===== src/rtl/irq_arb_pkg.sv =====
package irq_arb_pkg;
  // Decoded action of a line counter for one cycle.
  typedef enum logic [1:0] {
    CNT_HOLD = 2'b00,
    CNT_UP   = 2'b01,
    CNT_DOWN = 2'b10
  } cnt_op_e;
endpackage


===== src/rtl/irq_line_counter.sv =====
module irq_line_counter
  import irq_arb_pkg::*;
#(
  parameter int unsigned CNT_W = 3
) (
  input  logic clk,
  input  logic rst_n,
  input  logic inc_i,
  input  logic dec_i,
  output logic pend_o,
  output logic under_o
);
  localparam logic [CNT_W-1:0] CNT_MAX = {CNT_W{1'b1}};

  logic [CNT_W-1:0] cnt_q, cnt_d;
  logic             cnt_en;
  cnt_op_e          op;

  always_comb begin
    op      = CNT_HOLD;
    under_o = 1'b0;
    if (inc_i && !dec_i && (cnt_q != CNT_MAX)) op = CNT_UP;
    if (dec_i && !inc_i) begin
      if (cnt_q != '0) op = CNT_DOWN;
      else             under_o = 1'b1;
    end
    cnt_en = (op != CNT_HOLD);
    unique case (op)
      CNT_UP:   cnt_d = cnt_q + 1'b1;
      CNT_DOWN: cnt_d = cnt_q - 1'b1;
      default:  cnt_d = cnt_q;
    endcase
  end

  always_ff @(posedge clk or negedge rst_n) begin
    if (!rst_n)      cnt_q <= '0;
    else if (cnt_en) cnt_q <= cnt_d;
  end

  assign pend_o = (cnt_q != '0);

  // a full counter never wraps to zero.
  p_no_overflow_r12: assert property (@(posedge clk) disable iff (!rst_n)
    (cnt_q == CNT_MAX) |=> (cnt_q != '0));

  // a lone deassert at zero leaves the count at zero.
  p_zero_hold_r11: assert property (@(posedge clk) disable iff (!rst_n)
    ((cnt_q == '0) && dec_i && !inc_i) |=> (cnt_q == '0));

  // simultaneous strobes leave the count unchanged.
  p_both_hold_r12: assert property (@(posedge clk) disable iff (!rst_n)
    (inc_i && dec_i) |=> $stable(cnt_q));
endmodule


===== src/rtl/irq_level_resolve.sv =====
module irq_level_resolve #(
  parameter int unsigned SW_LO    = 4,
  parameter int unsigned SW_HI    = 18,
  parameter int unsigned EXT_BASE = 20,
  parameter int unsigned EXT_NUM  = 12,
  parameter int unsigned LVL_W    = 5,
  localparam int unsigned SUM_W   = EXT_BASE + EXT_NUM
) (
  input  logic [SUM_W-1:0]   sw_req_i,
  input  logic [EXT_NUM-1:0] ext_pend_i,
  output logic [SUM_W-1:0]   sum_o,
  output logic [LVL_W-1:0]   tgt_o
);
  // Ascending scan: a later (higher) pending level overwrites the
  // previous one; external lines are scanned after software bits.
  always_comb begin
    sum_o = '0;
    tgt_o = '0;
    for (int i = SW_LO; i <= SW_HI; i++) begin
      if (sw_req_i[i]) begin
        sum_o[i] = 1'b1;
        tgt_o    = LVL_W'(i - SW_LO + 1);
      end
    end
    for (int k = 0; k < EXT_NUM; k++) begin
      if (ext_pend_i[k]) begin
        sum_o[EXT_BASE + k] = 1'b1;
        tgt_o               = LVL_W'(EXT_BASE + k);
      end
    end
  end
endmodule


===== src/rtl/irq_level_arbiter.sv =====
module irq_level_arbiter #(
  parameter int unsigned SW_LO    = 4,
  parameter int unsigned SW_HI    = 18,
  parameter int unsigned EXT_BASE = 20,
  parameter int unsigned EXT_NUM  = 12,
  parameter int unsigned LVL_W    = 5,
  parameter int unsigned CNT_W    = 3
) (
  input  logic                          clk,
  input  logic                          rst_n,
  input  logic                          sw_we_i,
  input  logic [EXT_BASE+EXT_NUM-1:0]   sw_wdata_i,
  input  logic                          ipl_we_i,
  input  logic [EXT_BASE+EXT_NUM-1:0]   ipl_wdata_i,
  input  logic [EXT_NUM-1:0]            ext_set_i,
  input  logic [EXT_NUM-1:0]            ext_clr_i,
  input  logic                          priv_i,
  output logic                          take_o,
  output logic [EXT_BASE+EXT_NUM-1:0]   sum_o,
  output logic [LVL_W-1:0]              lvl_o,
  output logic [EXT_BASE+EXT_NUM-1:0]   sw_req_o,
  output logic [LVL_W-1:0]              ipl_o,
  output logic                          err_o
);
  localparam int unsigned SUM_W = EXT_BASE + EXT_NUM;
  localparam logic [SUM_W-1:0] SW_MASK =
    ((SUM_W'(1) << (SW_HI + 1)) - SUM_W'(1)) & ~((SUM_W'(1) << SW_LO) - SUM_W'(1));

  // Reset: asserted asynchronously, released on a clock edge.
  logic rst_meta_q, rst_sync_n;
  always_ff @(posedge clk or negedge rst_n) begin
    if (!rst_n) begin
      rst_meta_q <= 1'b0;
      rst_sync_n <= 1'b0;
    end else begin
      rst_meta_q <= 1'b1;
      rst_sync_n <= rst_meta_q;
    end
  end

  // External line counters.
  logic [EXT_NUM-1:0] ext_pend, ext_under;
  for (genvar g = 0; g < EXT_NUM; g++) begin : g_line
    irq_line_counter #(.CNT_W(CNT_W)) u_cnt (
      .clk    (clk),
      .rst_n  (rst_sync_n),
      .inc_i  (ext_set_i[g]),
      .dec_i  (ext_clr_i[g]),
      .pend_o (ext_pend[g]),
      .under_o(ext_under[g])
    );
  end

  // State registers.
  logic [SUM_W-1:0] sw_q, sw_d;
  logic [LVL_W-1:0] ipl_q, ipl_d;
  logic             take_q, take_d;
  logic [SUM_W-1:0] lat_sum_q;
  logic [LVL_W-1:0] lat_lvl_q;
  logic             err_q, err_d, err_en;

  logic [SUM_W-1:0] cur_sum;
  logic [LVL_W-1:0] cur_tgt;

  irq_level_resolve #(
    .SW_LO(SW_LO), .SW_HI(SW_HI), .EXT_BASE(EXT_BASE),
    .EXT_NUM(EXT_NUM), .LVL_W(LVL_W)
  ) u_resolve (
    .sw_req_i  (sw_q),
    .ext_pend_i(ext_pend),
    .sum_o     (cur_sum),
    .tgt_o     (cur_tgt)
  );

  always_comb begin
    sw_d   = sw_wdata_i & SW_MASK;
    ipl_d  = ipl_wdata_i[LVL_W-1:0];
    take_d = !priv_i && (cur_tgt != '0) && (cur_tgt > ipl_q);
    err_en = |ext_under;
    err_d  = 1'b1;
  end

  always_ff @(posedge clk or negedge rst_sync_n) begin
    if (!rst_sync_n) begin
      sw_q      <= '0;
      ipl_q     <= '0;
      take_q    <= 1'b0;
      lat_sum_q <= '0;
      lat_lvl_q <= '0;
      err_q     <= 1'b0;
    end else begin
      take_q <= take_d;
      if (sw_we_i)  sw_q  <= sw_d;
      if (ipl_we_i) ipl_q <= ipl_d;
      if (take_d) begin
        lat_sum_q <= cur_sum;
        lat_lvl_q <= cur_tgt;
      end
      if (err_en) err_q <= err_d;
    end
  end

  assign take_o   = take_q;
  assign sum_o    = lat_sum_q;
  assign lvl_o    = lat_lvl_q;
  assign sw_req_o = sw_q;
  assign ipl_o    = ipl_q;
  assign err_o    = err_q;

  // privileged code blocks the next take.
  p_priv_block_r7: assert property (@(posedge clk) disable iff (!rst_sync_n)
    priv_i |=> !take_o);

  // a taken level lies strictly above the level it was compared with.
  p_above_ipl_r6: assert property (@(posedge clk) disable iff (!rst_sync_n)
    take_o |-> (lvl_o > $past(ipl_q)));

  // captured outputs hold while no take is raised.
  p_latch_hold_r10: assert property (@(posedge clk) disable iff (!rst_sync_n)
    !take_o |-> ($stable(lvl_o) && $stable(sum_o)));

  // the error flag is sticky.
  p_err_sticky_r11: assert property (@(posedge clk) disable iff (!rst_sync_n)
    err_o |=> err_o);

  // software register never holds bits outside the valid window.
  p_sw_window_r1: assert property (@(posedge clk) disable iff (!rst_sync_n)
    sw_we_i |=> ((sw_req_o & ~SW_MASK) == '0));
endmodule


===== config.mk =====
export PLATFORM = sky130hd
export DESIGN_NAME = irq_level_arbiter
export DESIGN_NICKNAME = d
export VERILOG_FILES = /design/src/rtl/irq_arb_pkg.sv /design/src/rtl/irq_line_counter.sv /design/src/rtl/irq_level_resolve.sv /design/src/rtl/irq_level_arbiter.sv
export SDC_FILE = /design/constraint.sdc
export NUM_CORES = 1
export LEC_CHECK = 0
export BUFFER_PORTS_ARGS = -buffer_cell sky130_fd_sc_hd__buf_2
export CORE_ASPECT_RATIO = 1.75
export CORE_MARGIN = 3
export CORE_UTILIZATION = 50
export CTS_BUF_LIST = sky130_fd_sc_hd__clkbuf_4
export DETAILED_ROUTE_END_ITERATION = 12
export PLACE_DENSITY_LB_ADDON = 0.25
export SLEW_MARGIN = 20
export SYNTH_ARGS = -nofsm -noshare
export SYNTH_HDL_FRONTEND = slang
export SYNTH_SLANG_ARGS = --single-unit

===== constraint.sdc =====
create_clock -name clk -period 6.2 [get_ports clk]
set_input_delay 0.93 -clock clk [delete_from_list [all_inputs] [get_ports clk]]
set_output_delay 0.93 -clock clk [all_outputs]
set_load 0.02 [all_outputs]

==> results of run 1 <==
==> state kept, by name, summed over array words and instances (netlist names) <==
| signal | cells |
|---|---|
| err_o | 1 |
| sw_req_o | 15 |
| ipl_o | 5 |
| lvl_o | 5 |
| take_o | 1 |
| sum_o | 27 |
| g_line.u_cnt.cnt_q | 36 |
| rst_sync_n | 1 |
| rst_meta_q | 1 |
==> logic make-up (layout without fill, tap and decap cells) <==
family / after synthesis / count (layout) / share of synthesized area, %
and+or+nand+nor: 121 / 121 / 14.50
DFF: 92 / 92 / 44.68
buffers and inverters: 74 / 166 / 7.577
muxes: 51 / 51 / 12.43
AOI/OAI and AO/OA: 39 / 39 / 5.755
xor gates and xnor gates: 36 / 36 / 6.119
adders and majority gates: 29 / 29 / 8.791
other: 2 / 24 / 0.1458
==> cell type report <==
cell class	instances	area (um^2)
timing repair buffer	104	525.5
fill	878	4098
multi-input combinational	299	2539
clock buffer	10	75.07
clock inverter	6	95.09
sequential	92	2306
tap	125	156.4
inverter	46	172.7
antenna	1	2.502
==> worst reg2reg max path, stage by stage (launching register included) <==
cell and delay (ns):
dfrtp_1 0.46, or3_1 0.47, a21oi_1 0.23, o2111ai_1 0.17, a31oi_2 0.34, a211oi_1 0.12, ha_1 0.20, inv_1 0.05
a21oi_1 0.06, o21a_1 0.17, nor3_2 0.46, o31ai_4 0.38, buf_4 0.34, mux2_4 0.33
==> power by group through the flow <==
stage / Combinational (W) / Clock [W] / Sequential (W)
2_1_floorplan: 0.000635 / 0 / 0.00110
3_3_place_gp: 0.000918 / 0 / 0.00103
3_5_place_dp: 0.000961 / 0 / 0.00105
4_1_cts: 0.000968 / 0.000402 / 0.00103
5_1_grt: 0.00107 / 0.000430 / 0.00107
6_report: 0.000952 / 0.000390 / 0.00103
==> per-stage QoR <==
stage                     instances  hold WS (ns)  setup slack [ns]  util, %  cell area [um^2]
final                           683        0.2140             2.296    58.90              5872
after global routing            683        0.1762             2.009    58.90              5872
after CTS                       682        0.1915             2.291    58.87              5869
after detailed placement        666        0.3000             2.331    57.17              5699
after global placement          666        0.2960             2.335    57.17              5699
after floorplan                 465        0.3312             3.150        -              5231
==> cells in the final DEF (no fill, tap or decap), types with 3 or more instances in the layout <==
cell type / netlist / final
buf_2: 0 / 102
dfrtp_1: 92 / 91
inv_1: 46 / 46
nor2_1: 26 / 26
xor2_1: 24 / 24
conb_1: 2 / 23
mux2_4: 22 / 22
nand3b_1: 18 / 18
ha_1: 17 / 17
mux2_2: 16 / 16
nand3_1: 15 / 15
mux2i_1: 13 / 13
xnor2_1: 12 / 12
fa_1: 12 / 12
nor3b_1: 11 / 11
o21ai_0: 10 / 10
nand2_1: 10 / 10
clkbuf_4: 0 / 10
nor3_2: 7 / 7
nor3_1: 7 / 7
or3_1: 7 / 7
nand4_1: 5 / 5
nand2b_1: 4 / 4
o2bb2ai_1: 4 / 4
a22o_1: 4 / 4
nor3_4: 3 / 3
a21oi_1: 3 / 3
==> per-layer routing <==
layer / up-vias / GRT usage, %
met4: 0 / 7.494
li1: 1700 / -
met2: 100 / 34.26
met3: 19 / 4.569
met5: - / 0
met1: 1747 / 23.83
==> worst paths after layout <==
path | from | end | slack, ns | depth (start not counted)
min reg2reg | rst_sync_n | sum_o[24] | 0.30 | 0
min in group clk | rst_meta_q | rst_sync_n | 0.37 | 0
min | rst_n | rst_sync_n | 0.21 | 1
max | g_line[2].u_cnt.cnt_q[0] | sum_o[11] | 2.30 | 13
max in group asynchronous | rst_sync_n | lvl_o[1] | 4.79 | 1
max reg2reg | g_line[2].u_cnt.cnt_q[0] | sum_o[11] | 2.30 | 13
==> results.py, run 1 <==
metrics = {
    "clocking": {
        "cts.repair.resized": 0,
        "cts_sinks": 92,
        "clk_latency_ns": 0.46,
        "cts_tree": "built",
        "cts.htree.levels": 3,
        "cts_setup_buffers": 0,
        "numCtsBuffers": 9,
        "cts-root-buf": "clkbuf_4",
        "cts_hold_buf": 0,
        "clk_path_buf_depth": 2,
        "clk_pin_slew_worst_paths_ns": 0.16,
    },
    "timing": {
        "final.min_clock_period_ns": 3.904,
        "tightest_slew_ns": 1.030,
        "rsz0062_at_grt": "no",
        "slew_viol_final": 0,
        "timing.fmax_ghz": 0.2561,
        "setup_viol_count_final": 0,
        "post-route-period-util_pct": 62.98,
        "slew_headroom_pct": 31.36,
        "clock_skew_ns": 0.02740,
        "hold_viol": 0,
        "finalSetupTns_ns": 0,
    },
    "global_routing": {
        "grt_pass1_vias": 3742,
        "grt_use_total_pct": 20.01,
        "grt_antenna_before_repair": 1,
        "grt_start_max_net_pins": 56,
        "grt_pass1_wl_mm": 17.91,
        "grt_overflow": 0,
    },
    "floorplanning": {
        "die_h_um": 140.3,
        "initial_utilization_pct": 51.68,
        "die_area_mm2": 0.01161,
        "core_area_mm2": 0.009970,
        "ios": 169,
        "rows": 48,
        "die_x_um": 82.74,
    },
    "logic_synthesis": {
        "ys_warn_count": 0,
        "synth_seq_cells": 92,
        "syn_area_mm2": 0.005152,
        "ys_types": 50,
        "ys_seq_area_share_pct": 44.68,
        "yosysMostFrequentCell": "dfrtp_1",
        "syn_inst": 444,
        "synth_top_area_share_pct": 44.68,
        "synth_top_area_cell": "dfrtp_1",
        "synth_top_cells_by_area": "dfrtp_1 (45%), mux2_4 (6.4%), fa_1 (4.7%)",
        "synthArstFlopShare_pct": 100.0,
        "synth_ff_type": "dfrtp_1",
        "yosys-top-cells-count": "dfrtp_1 (92), inv_1 (46), nor2_1 (26)",
        "synth-edff-count": 0,
        "synth.avg_cell_area_um2": 11.60,
    },
    "final_layout": {
        "area_delta_synth_final_pct": 13.96,
        "drive_gt1_share_pct": 31.60,
        "nets": 674,
    },
    "drt": {
        "drtPass1Iterations": 4,
        "drt_iter0_markers": 161,
        "met2_length_mm": 5.685,
        "via_per_inst": 5.221,
        "dr.max_layer_used": "met4",
        "drt-total-wl_mm": 10.84,
        "wl_met1_mm": 4.264,
        "wire_per_inst_um": 15.86,
        "route.met3.wl_um": 620,
        "drc": 0,
        "routed-via-count": 3566,
        "ant_nets": 0,
    },
    "worst_setup_path": {
        "cp.arrival_ns": 4.25,
        "crit_required_ns": 6.54,
        "worst-path-buf-inv": 2,
        "crit_family": "compound AO/OA/AOI/OAI gates",
        "crit_type": "flop to flop",
        "crit_path_top_delay_cell": "or3_1",
        "worstSetupEndpointType": "flop",
        "start_kind": "flop",
        "critPathMaxStageDelay_ns": 0.47,
        "path_max_fanout": 16,
        "crit_top_cell": "a21oi_1",
        "crit_path_cell_trace": "or3_1 -> a21oi_1 -> o2111ai_1 -> a31oi_2 -> a211oi_1 -> ha_1 -> inv_1 -> a21oi_1 -> o21a_1 -> nor3_2 -> o31ai_4 -> buf_4 -> mux2_4",
    },
    "power_and_ir_drop": {
        "p_switching_w": 0.0009613,
        "p_seq_share_pct": 43.5,
        "ir_drop_v": 0.0002273,
        "powerDensity_mw_per_mm2": 404.3,
        "combinationalPowerShare_pct": 40.1,
        "p_clk_share_pct": 16.4,
        "fin_total_pwr_w": 0.002374,
        "switching_share_pct": 40.49,
        "internal_power_w": 0.001413,
        "leakage_nw": 2.791,
    },
    "placed_design": {
        "portBuffers": 102,
        "globalplace.congestion": 0.7470,
        "dp_hpwl_mm": 8.579,
    },
    "run_status": {
        "status": "complete, no violations",
    },
    "job": {
        "maxCapViolations": 0,
    },
    "worst_hold_path": {
        "hold_class": "input pin to asynchronous set/reset pin",
    },
}
Power figures use the tool's default switching activity.
==> run 2, diff against run 1 <==
CORE_UTILIZATION = 48   (was 50)
clock period = 3.5 ns   (was 6.2 ns; I/O delays follow)
==> results.py, run 2 (same netlist as run 1, synthesis figures left out) <==
metrics = {
    "worst_setup_path": {
        "cp.arrival_ns": 3.60,
        "critPathMaxStageDelay_ns": 0.48,
        "path_max_fanout": 16,
        "crit_type": "flop to flop",
        "crit_required_ns": 3.85,
        "crit_path_top_delay_cell": "or3_1",
        "rr_worst_depth": 13,
        "crit_path_cell_trace": "or3_1 -> a21oi_1 -> o2111ai_1 -> a31oi_2 -> a211oi_1 -> ha_1 -> inv_1 -> a21oi_1 -> o21a_1 -> nor3_2 -> o31ai_4 -> buf_4 -> mux2_4",
        "start_kind": "flop",
        "worstSetupEndpointType": "flop",
        "crit_top_cell": "a21oi_1",
    },
    "drt": {
        "via_per_inst": 5.160,
        "drc": 0,
        "wl_met1_mm": 4.490,
        "ant_nets": 0,
        "drt-total-wl_mm": 11.26,
        "drt_iter0_markers": 121,
        "dr.max_layer_used": "met4",
        "drtPass1Iterations": 4,
        "wire_per_inst_um": 16.13,
        "met2_length_mm": 6.107,
        "route.met3.wl_um": 527,
        "routed-via-count": 3602,
    },
    "clocking": {
        "cts_sinks": 92,
        "clk_latency_ns": 0.46,
        "clk_pin_slew_worst_paths_ns": 0.15,
        "cts-root-buf": "clkbuf_4",
        "clk_path_buf_depth": 2,
        "numCtsBuffers": 9,
        "cts_tree": "built",
        "cts.htree.levels": 3,
    },
    "final_layout": {
        "regMostFlops": "g_line.u_cnt.cnt_q",
        "final_util_pct": 57.43,
        "area_delta_synth_final_pct": 15.49,
        "multi_input_area_mm2": 0.002541,
        "drive_gt1_share_pct": 32.98,
        "mostFrequentLayoutCells": "buf_2 (102), dfrtp_1 (91), inv_1 (46), nor2_1 (25), xor2_1 (24)",
        "fillers": 940,
        "final_common_cell": "buf_2",
        "seq_area_mm2": 0.002306,
        "nets": 687,
        "largest_reg_flops": 36,
    },
    "timing": {
        "finalSetupTns_ns": 0,
        "clock_skew_ns": 0.01398,
        "slew_headroom_pct": 33.82,
        "tightest_slew_ns": 0.9927,
        "hold_viol": 0,
        "rsz0062_at_grt": "no",
        "slew_viol_final": 0,
        "hold-worst-slack_ns": 0.2712,
        "post-route-period-util_pct": 92.59,
        "setup_viol_count_final": 0,
        "final.min_clock_period_ns": 3.241,
        "timing.fmax_ghz": 0.3086,
    },
    "global_routing": {
        "grt_use_total_pct": 19.48,
        "grt_start_max_net_pins": 76,
        "grt_antenna_before_repair": 1,
        "grt_overflow": 0,
        "grt_pass1_wl_mm": 18.63,
        "grt_pass1_vias": 3836,
    },
    "floorplanning": {
        "ios": 169,
        "rows": 49,
        "die_h_um": 143.1,
        "die_area_mm2": 0.01206,
        "die_x_um": 84.32,
        "initial_utilization_pct": 49.73,
        "core_area_mm2": 0.01036,
    },
    "placed_design": {
        "portBuffers": 102,
        "globalplace.congestion": 0.7480,
        "dp_hpwl_mm": 8.812,
    },
    "worst_hold_path": {
        "hold_path_depth": 3,
        "hold_class": "input pin to flop",
    },
    "job": {
        "maxCapViolations": 0,
    },
    "power_and_ir_drop": {
        "ir_drop_v": 0.0003804,
        "powerDensity_mw_per_mm2": 700.9,
        "leakage_nw": 2.840,
    },
    "run_status": {
        "status": "complete, no violations",
    },
}
-- run 2: worst paths after layout --
kind | to | from | slack [ns]
max in group asynchronous | sw_req_o[8] | rst_sync_n | 2.19
max | sum_o[11] | g_line[2].u_cnt.cnt_q[0] | 0.26
max reg2reg | sum_o[11] | g_line[2].u_cnt.cnt_q[0] | 0.26
min in group asynchronous | rst_sync_n | rst_n | 0.37
min reg2reg | rst_sync_n | rst_meta_q | 0.37
min | ipl_o[3] | ipl_wdata_i[3] | 0.27
-- run 2: cell type report --
| class | count | share of cell area, % |
|---|---|---|
| clock buffers | 9 | 1.135 |
| diodes | 1 | 0.04205 |
| repair buffers | 117 | 10.51 |
| clock inverters | 7 | 1.283 |
| well taps | 127 | 2.670 |
| flip-flops and latches | 92 | 38.75 |
| inverters | 46 | 2.902 |
| multi-input cells | 299 | 42.70 |
-- run 2: layer usage --
layer / global-route usage [%] / vias up
met4: 6.271 / 0
met2: 35.39 / 97
met5: 0 / -
met1: 22.26 / 1771
met3: 4.850 / 8
li1: - / 1726
-- run 2: power breakdown --
group	switching [W]	internal, W
logic	0.000930	0.000803
registers	0.000410	0.00143
clock network	0.000379	0.000222
-- run 2: critical path, delay by kind of cell, from the launching register on --
kind                     cells  cell delay, ns
adder cells (fa/ha/maj)      1            0.20
buffers and inverters        2            0.29
AND/OR/NAND/NOR              2            0.76
multiplexers                 1            0.33
AO/OA/AOI/OAI                7            1.10
flip-flops                   1            0.46
-- run 2: metrics by stage --
step / std cells / instance area (um^2) / setup WS, ns / total power, W
after detailed placement: 676 / 5762 / 0.1556 / 0.003605
after global placement: 676 / 5762 / 0.1775 / 0.003501
final: 698 / 5951 / 0.2595 / 0.004171
after floorplan: 465 / 5231 / 0.4498 / 0.003077
after global routing: 698 / 5951 / 0.04345 / 0.004507
after CTS: 693 / 5916 / 0.1295 / 0.004228
-- run 2: timing repair --
| action | in CTS | in global routing |
|---|---|---|
| gates resized for setup | 0 | 1 |
| hold buffers | 1 | 0 |
| buffers inserted | 0 | 4 |
| endpoints found under the hold margin | 2 | 0 |
| setup endpoints to repair | 0 | 27 |
